[src/rtl/ualu_pkg.sv]
package ualu_pkg;

    typedef enum logic [2:0] {
        OP_AND  = 3'd0,
        OP_OR   = 3'd1,
        OP_ADD  = 3'd2,
        OP_SUB  = 3'd3,
        OP_PASS = 3'd4,
        OP_DEC  = 3'd5,
        OP_RSV6 = 3'd6,
        OP_RSV7 = 3'd7
    } alu_op_e;

    typedef enum logic [1:0] {
        SRC_ALU  = 2'd0,
        SRC_IMM  = 2'd1,
        SRC_NIB  = 2'd2,
        SRC_MDR  = 2'd3
    } wb_src_e;

    // How the second adder input and its carry are formed
    typedef enum logic [1:0] {
        BSEL_DIRECT = 2'd0,
        BSEL_INVERT = 2'd1,
        BSEL_ZERO   = 2'd2,
        BSEL_ONES   = 2'd3
    } b_form_e;

    typedef struct packed {
        b_form_e b_form;
        logic    use_cin;
    } prep_ctl_t;

    function automatic logic op_is_arith(alu_op_e op);
        return (op == OP_ADD) || (op == OP_SUB) || (op == OP_PASS) || (op == OP_DEC);
    endfunction

    function automatic logic op_is_logic(alu_op_e op);
        return (op == OP_AND) || (op == OP_OR);
    endfunction

    function automatic prep_ctl_t prep_decode(alu_op_e op);
        prep_ctl_t c;
        unique case (op)
            OP_ADD:  c = '{b_form: BSEL_DIRECT, use_cin: 1'b1};
            OP_SUB:  c = '{b_form: BSEL_INVERT, use_cin: 1'b1};
            OP_PASS: c = '{b_form: BSEL_ZERO,   use_cin: 1'b1};
            OP_DEC:  c = '{b_form: BSEL_ONES,   use_cin: 1'b0};
            default: c = '{b_form: BSEL_ZERO,   use_cin: 1'b0};
        endcase
        return c;
    endfunction

endpackage

[src/rtl/ualu_operand_prep.sv]
module ualu_operand_prep
    import ualu_pkg::*;
#(
    parameter int unsigned DW = 8
) (
    input  alu_op_e         op,
    input  logic [DW-1:0]   b_in,
    input  logic            cin,
    output logic [DW-1:0]   add_b,
    output logic            add_cin
);

    prep_ctl_t ctl;

    always_comb begin
        ctl = prep_decode(op);
        unique case (ctl.b_form)
            BSEL_DIRECT: add_b = b_in;
            BSEL_INVERT: add_b = ~b_in;
            BSEL_ONES:   add_b = '1;
            default:     add_b = '0;
        endcase
        add_cin = ctl.use_cin & cin;
    end

    // Decrement must ignore the incoming carry
    always_comb begin : chk_prep
        if (op == OP_DEC) begin
            p_dec_cin_blocked_r7: assert (!add_cin && (&add_b))
                else $error("decrement adder inputs wrong");
        end
    end

endmodule

[src/rtl/ualu_ripple_adder.sv]
module ualu_ripple_adder #(
    parameter int unsigned DW = 8
) (
    input  logic [DW-1:0] a,
    input  logic [DW-1:0] b,
    input  logic          cin,
    output logic [DW-1:0] sum,
    output logic          cout
);

    always_comb begin
        logic carry;
        carry = cin;
        for (int i = 0; i < DW; i++) begin
            sum[i] = a[i] ^ b[i] ^ carry;
            carry  = (a[i] & b[i]) | (carry & (a[i] ^ b[i]));
        end
        cout = carry;
    end

endmodule

[src/rtl/ualu_logic_unit.sv]
module ualu_logic_unit #(
    parameter int unsigned DW = 8
) (
    input  logic [DW-1:0] a,
    input  logic [DW-1:0] b,
    output logic [DW-1:0] and_out,
    output logic [DW-1:0] or_out
);

    for (genvar gi = 0; gi < DW; gi++) begin : g_bit
        assign and_out[gi] = a[gi] & b[gi];
        assign or_out[gi]  = a[gi] | b[gi];
    end

endmodule

[src/rtl/ualu_result_mux.sv]
module ualu_result_mux
    import ualu_pkg::*;
#(
    parameter int unsigned DW    = 8,
    parameter int unsigned NIB_W = 4
) (
    input  wb_src_e         src,
    input  logic [DW-1:0]   alu_res,
    input  logic [DW-1:0]   imm,
    input  logic [DW-1:0]   mdr,
    output logic [DW-1:0]   wb
);

    localparam int unsigned PAD_W = DW - NIB_W;

    logic [DW-1:0] nib_ext;
    assign nib_ext = {{PAD_W{1'b0}}, imm[NIB_W-1:0]};

    always_comb begin
        unique case (src)
            SRC_ALU: wb = alu_res;
            SRC_IMM: wb = imm;
            SRC_NIB: wb = nib_ext;
            default: wb = mdr;
        endcase
    end

    always_comb begin : chk_mux
        if (src == SRC_NIB) begin
            p_nib_zero_ext_r9: assert (wb[DW-1:NIB_W] == '0 && wb[NIB_W-1:0] == imm[NIB_W-1:0])
                else $error("short immediate not zero-extended");
        end
        if (src == SRC_MDR) begin
            p_mdr_select_r9: assert (wb == mdr)
                else $error("memory data not selected");
        end
    end

endmodule

[src/rtl/ualu_core.sv]
module ualu_core
    import ualu_pkg::*;
#(
    parameter int unsigned DW    = 8,
    parameter int unsigned NIB_W = 4
) (
    input  logic [DW-1:0] opnd_a,
    input  logic [DW-1:0] opnd_b,
    input  logic          carry_in,
    input  logic [2:0]    op_sel,
    input  logic [1:0]    src_sel,
    input  logic [DW-1:0] imm_field,
    input  logic [DW-1:0] mdr_val,
    output logic [DW-1:0] wb_value,
    output logic          carry_out
);

    alu_op_e       op;
    wb_src_e       src;
    logic [DW-1:0] add_b;
    logic          add_cin;
    logic [DW-1:0] sum;
    logic          sum_cout;
    logic [DW-1:0] and_out;
    logic [DW-1:0] or_out;
    logic [DW-1:0] alu_res;

    assign op  = alu_op_e'(op_sel);
    assign src = wb_src_e'(src_sel);

    ualu_operand_prep #(.DW(DW)) prep_i (
        .op      (op),
        .b_in    (opnd_b),
        .cin     (carry_in),
        .add_b   (add_b),
        .add_cin (add_cin)
    );

    ualu_ripple_adder #(.DW(DW)) adder_i (
        .a    (opnd_a),
        .b    (add_b),
        .cin  (add_cin),
        .sum  (sum),
        .cout (sum_cout)
    );

    ualu_logic_unit #(.DW(DW)) logic_i (
        .a       (opnd_a),
        .b       (opnd_b),
        .and_out (and_out),
        .or_out  (or_out)
    );

    always_comb begin
        if (op_is_arith(op)) begin
            alu_res   = sum;
            carry_out = sum_cout;
        end else if (op_is_logic(op)) begin
            alu_res   = (op == OP_AND) ? and_out : or_out;
            carry_out = 1'b0;
        end else begin
            alu_res   = '0;
            carry_out = 1'b0;
        end
    end

    ualu_result_mux #(.DW(DW), .NIB_W(NIB_W)) mux_i (
        .src     (src),
        .alu_res (alu_res),
        .imm     (imm_field),
        .mdr     (mdr_val),
        .wb      (wb_value)
    );

    always_comb begin : chk_core
        if (op == OP_DEC) begin
            p_zero_sense_r7: assert (carry_out == (opnd_a != '0))
                else $error("decrement carry does not sense zero");
        end
        if (op == OP_PASS && !carry_in && src == SRC_ALU) begin
            p_pass_through_r5: assert (wb_value == opnd_a && !carry_out)
                else $error("pass did not copy A");
        end
        if (op == OP_AND || op == OP_OR) begin
            p_logic_no_carry_r1: assert (!carry_out)
                else $error("logic op raised carry");
        end
        if ((op == OP_RSV6 || op == OP_RSV7) && src == SRC_ALU) begin
            p_reserved_zero_r8: assert (wb_value == '0 && !carry_out)
                else $error("reserved op not zero");
        end
    end

endmodule

[config.mk]
export PLATFORM = sky130hd
export DESIGN_NAME = ualu_core
export DESIGN_NICKNAME = d
export VERILOG_FILES = /design/src/rtl/ualu_pkg.sv /design/src/rtl/ualu_operand_prep.sv /design/src/rtl/ualu_ripple_adder.sv /design/src/rtl/ualu_logic_unit.sv /design/src/rtl/ualu_result_mux.sv /design/src/rtl/ualu_core.sv
export SDC_FILE = /design/constraint.sdc
export NUM_CORES = 1
export LEC_CHECK = 0
export BUFFER_PORTS_ARGS = -buffer_cell sky130_fd_sc_hd__buf_2
export CAP_MARGIN = 20
export CORE_MARGIN = 3
export CORE_UTILIZATION = 48
export DETAILED_ROUTE_END_ITERATION = 12
export PLACE_DENSITY = 0.89
export SETUP_SLACK_MARGIN = 0.3
export SLEW_MARGIN = 20
export SYNTH_ARGS = -nofsm -noshare
export SYNTH_HDL_FRONTEND = slang
export SYNTH_SLANG_ARGS = --single-unit
[constraint.sdc]
create_clock -name vclk -period 5.09
set_input_delay 0.2545 -clock vclk [all_inputs]
set_output_delay 0.2545 -clock vclk [all_outputs]
set_load 0.05 [all_outputs]
==> results.md, run 1 <==
- Avg Vias per Cell: 5.894
- Crit path capture type: output port
- Critical path peak fanout: 6
- Final HPWL DP: about 2200 um
- Setup violations, final: 0
- Gr ovfl total: 0
- Area Growth Syn to Fin: 37.18%
- Die Width: 48.53 um
- Worst vdd ir: between 0.00009 and 0.0001 V
- Input/output buffers: 47
- Clock buffers: 0
- Cell area power density: 125.3 mW/mm^2
- Placed Cells: 174
- Critical Path, Cell by Cell: buf_4 -> nor2b_4 -> and2_4 -> a21oi_1 -> fa_2 -> fa_2 -> fa_2 -> fa_2 -> fa_2 -> inv_1 -> fa_1 -> inv_1 -> fa_2 -> fa_1 -> a221o_1 -> o211ai_4 -> buf_6
- Hold crit path type: in2out
- Hold Fails Final Rpt: 0
- Area of the mapped netlist: 868.3 um^2
- Vias in the first global route: 1,012
- Post-Syn Nets: 154
- Least-Margin Pin Slew: between 0.3 and 0.4 ns
- Top cells by area, synth: fa_1, a21oi_1, xor2_1
- DRT iter0 DRCs: 37
- Layout cells sized above 1: 47.10%
- Antenna Violating Nets Remaining: 0
- Register area share after synthesis: 0%
- Outcome: complete, no violations
- First-pass GRT wire length: roughly 4300 um
- # rows: 14
- Distinct cell type count of the synthesized netlist: 31
- Hold path startpoint: op_sel[2]
- Post-Synthesis Cells: 108
- CP most frequent cell: fa_2
- Synth top area share: 18.44%
- Cell taking the most area after synthesis: fa_1
- Pre-Repair DR Iteration Count: 4
- Num ports: 47
- Startpoint types: input pin
- ANT cells: 0
- Hold slack: 0.9449 ns
- Critical Path Source: op_sel[2]
- Total GRT Usage: between 20% and 30%
- FMAX: 211.6 MHz
- Worst hold path depth: 3
- Slowest CP cell: fa_1
- Antenna violations before repair: 0
- Slew Limit Fails: 0
- Final worst slack: roughly 0.36 ns
- Final period util: between 90% and 100%
- Avg Inst Size Synth: 8.040 um^2
- Net count, final: 203
- Post-Route Setup TNS: 0 ns
- Max-cap violations: 0
- CP delay by family, top: adder cells
- CP Buf/Inv Count: 4
- Core area: 0.001594 mm^2
- Post-Place Setup Slack: 0.04884 ns
- WP depth: 17
- Min Tclk post-route: around 4.7 ns
- Total of warnings raised by yosys: 0
- RSZ-0062 raised after global routing: yes
- Worst slew margin: 78.83%
- Die Span Y: a little under 50 um
- RD Place Congestion: 0.8765
- Non-Filler Instances: approximately 180
- WL per Instance: 15.49 um
- Drt total wl: 2773 um
- CP arrival: 4.47 ns
- Initial Util: between 50% and 60%
- Residual DRC: 0
- Sequential standard cell area: 0 um^2
- P_leak: 0.5643 nW
- Vias: 1,055
- Max incr delay on CP: 0.51 ns
- Post-layout util: 74.73%
- WS Path Type: in2out
- Num sequential: 0
- Required @ worst endpoint: around 4.8 ns
- Largest net degree at the start of global routing: 14
- Die area: 0.002355 mm^2
## metal layers
layer / wire (um) / up-vias / track usage (%)
met5: 0 / - / 0
met4: 107 / 0 / 7.109
met3: 248 / 12 / 2.147
met2: 1360 / 69 / 41.06
met1: 1056 / 488 / 25.61
li1: - / 486 / -
## final timing paths
path	end
setup / recovery	wb_value[7]
hold / removal	wb_value[5]
## where the power goes
group | switching [mW] | internal, mW
Combinational | 0.0879 | 0.0613
Clock | 0 | 0
Sequential | 0 | 0
Total | 0.0879 | 0.0613
## stage by stage
step | total power [mW] | cell area, um^2
3_5_place_dp | 0.1384 | 1106
2_1_floorplan | 0.1004 | 882.1
6_report | 0.1493 | 1191
3_3_place_gp | 0.1311 | 1106
4_1_cts | 0.1431 | 1141
5_1_grt | 0.1616 | 1191
## cell families (layout without fill, tap and decap cells)
group / after synthesis / count (layout) / share of synthesized area [%]
AOI/OAI and AO/OA: 48 / 48 / 38.76
xor gates and xnor gates: 8 / 8 / 8.069
adders and majority gates: 9 / 9 / 19.60
buffers and inverters: 20 / 67 / 13.11
muxes: 9 / 9 / 10.95
and+or+nand+nor: 14 / 14 / 9.511
## synth_stat cells, drive strengths merged
| master | number |
|---|---|
| a21oi | 15 |
| o21ai | 12 |
| buf | 10 |
| inv | 10 |
| fa | 8 |
| xor2 | 8 |
| mux2i | 5 |
| a221oi | 4 |
| a2bb2oi | 4 |
| mux2 | 4 |
| o21a | 4 |
| a221o | 3 |
| nand2 | 3 |
| o211ai | 3 |
| or3 | 3 |
| nand2b | 2 |
| nor2 | 2 |
| nor2b | 2 |
| a21o | 1 |
| a32oi | 1 |
| and2 | 1 |
| maj3 | 1 |
| o31ai | 1 |
| or2 | 1 |
## placed cells by master, fill, tap and decap left out, types with 3 or more instances in the layout
cell type and count:
buf_2 43, a21oi_1 15, buf_4 12, inv_1 9
o21ai_0 9, xor2_1 8, fa_2 6, mux2i_1 5
mux2_1 4, a2bb2oi_1 4, o21a_1 4, a221o_1 3
or3_1 3, nand2_1 3, a221oi_1 3
## cell type report
class	count	area, um^2
Timing Repair Buffer	57	327.8
Fill cell	117	402.9
Tap cell	24	30.03
Inverter	10	37.54
Multi-Input combinational cell	88	795.8
## what timing repair did
action / CTS / global route
gates resized for setup: 11 / 7
hold buffers: 0 / 0
endpoints found under the setup margin: 1 / 1
setup buffers: 0 / 5
pin swaps: 1 / 3
(Power assumes the default switching activity.)
==> inputs of run 2 (changes only) <==
--- a/config.mk
+++ b/config.mk
@@ -5,6 +5,7 @@
 export SDC_FILE = /design/constraint.sdc
 export NUM_CORES = 1
 export LEC_CHECK = 0
+export ABC_CLOCK_PERIOD_IN_PS = 5090
 export BUFFER_PORTS_ARGS = -buffer_cell sky130_fd_sc_hd__buf_2
 export CAP_MARGIN = 20
 export CORE_MARGIN = 3
==> constraint.sdc (replaced) <==
create_clock -name vclk -period 5.09
set_input_delay 0.509 -clock vclk [all_inputs]
set_output_delay 0.509 -clock vclk [all_outputs]
set_load 0.05 [all_outputs]
==> run 2 against run 1 <==
Compared with the run above: via count fell by 4.1%; fmax shrank 6.0%; cell area grew 1.3%; global-route usage down 0.31 points; critical path depth did not move; critical path type unchanged; largest cell class unchanged; largest power group unchanged.
==> results.md, run 2 (synthesis gave the netlist of run 1 again) <==
- FMAX: about 200 MHz
- Required @ worst endpoint: 4.58 ns
- # rows: 14
- Slew Limit Fails: 0
- Num sequential: 0
- Hold path startpoint: imm_field[6]
- Net count, final: around 200
- Worst slew margin: between 70% and 80%
- Hold EP: wb_value[6]
- Drt total wl: 2559 um
- Sequential standard cell area: 0 um^2
- ANT cells: 0
- Startpoint types: input pin
- Total power: between 0.15 and 0.2 mW
- Most common cell after layout, fill and taps aside: buf_2
- Vias: 1,012
- Initial Util: 54.47%
- Outcome: complete, no violations
- Largest net degree at the start of global routing: 16
- RSZ-0062 raised after global routing: yes
- Total GRT Usage: 21.49%
- Crit path capture type: output port
- Worst hold path depth: 5
- First-pass GRT wire length: between 4000 and 5000 um
- Input/output buffers: 47
- Antenna Violating Nets Remaining: 0
- Pre-Repair DR Iteration Count: 4
- Hold Fails Final Rpt: 0
- Critical path peak fanout: 4
- Worst vdd ir: 0.00008065 V
- Residual DRC: 0
- Max-cap violations: 0
- Antenna violations before repair: 0
- Core area: 0.001594 mm^2
- Post-CTS setup buffer count: 0
- WS Path Type: in2out
- Post-Place Setup Slack: -0.2190 ns
- Fillers: 136
- Hold buffer count at CTS: 0
- RD Place Congestion: 0.8654
- DRT iter0 DRCs: 16
- Layout cells sized above 1: 49.03%
- Hold crit path type: in2out
- Final HPWL DP: 2086 um
- CP arrival: 4.52 ns
- Area Growth Syn to Fin: 38.91%
- Critical Path Source: op_sel[2]
- Clock buffers: 0
- Cell area power density: 124.4 mW/mm^2
- Most frequent cells in the layout: buf_2, a21oi_1, buf_4
- Gr ovfl total: 0
- Avg Vias per Cell: around 5.7
- WL per Instance: between 10 and 15 um
- Setup violations, final: 0
- Least-Margin Pin Slew: ~0.37 ns
- Final period util: 98.78%
- Die Span Y: 48.53 um
- P_leak: 0.5617 nW
- Final worst slack: 0.06206 ns
- Min Tclk post-route: a little over 5 ns
- Die area: 0.002355 mm^2
- Num ports: 47
- Die Width: around 49 um
- Vias in the first global route: 1,036
## run 2: how the worst max path moves through the flow
stage | end | depth (start not counted)
after global routing | wb_value[7] | 18
after CTS | wb_value[7] | 17
after global placement | wb_value[7] | 17
final | wb_value[7] | 17
after floorplan | wb_value[7] | 17
after detailed placement | wb_value[7] | 17
## run 2: power breakdown
group / total (mW) / internal, mW / switching (mW)
Clock: 0 / 0 / 0
Combinational: 0.150 / 0.0623 / 0.0878
Sequential: 0 / 0 / 0
## run 2: critical path, stage by stage
cell	delay, ns
buf_4	0.12
nor2b_4	0.15
and2_4	0.15
a21oi_1	0.05
fa_2	0.37
fa_2	0.34
fa_2	0.34
fa_2	0.34
fa_2	0.34
inv_2	0.07
fa_1	0.16
inv_1	0.06
fa_2	0.34
fa_1	0.46
a221o_1	0.37
o211ai_4	0.17
buf_6	0.18
## run 2: area by class of cell
cell class | instances | area [um^2] | share of cell area (%)
multi-input combinational | 88 | 813.3 | 67.43
inverter | 10 | 37.54 | 3.112
timing repair buffer | 57 | 325.3 | 26.97
tap | 24 | 30.03 | 2.490
## run 2: repair_timing
item | CTS | global route
gates resized for setup | 11 | 3
setup endpoints to repair | 2 | 2
pin swaps | 2 | 4
## run 2: routing by layer
| layer | part of all wire [%] | track usage (%) |
|---|---|---|
| met1 | 42 | 25.28 |
| met2 | 52 | 41.51 |
| met3 | 6.4 | 2.761 |
| met4 | 0 | 3.791 |
| met5 | 0 | 0 |
## run 2: per-stage QoR
step	setup TNS [ns]	instances	utilization [%]	cell area (um^2)	hold slack [ns]
floorplan	-0.04529	108	-	907.1	1.363
global placement	-0.08955	179	73.31	1169	1.541
detailed placement	-0.2190	179	73.31	1169	1.546
CTS	-0.03779	179	75.27	1200	1.519
global route	-0.07764	179	75.67	1206	1.526
finish	0	179	75.67	1206	1.505
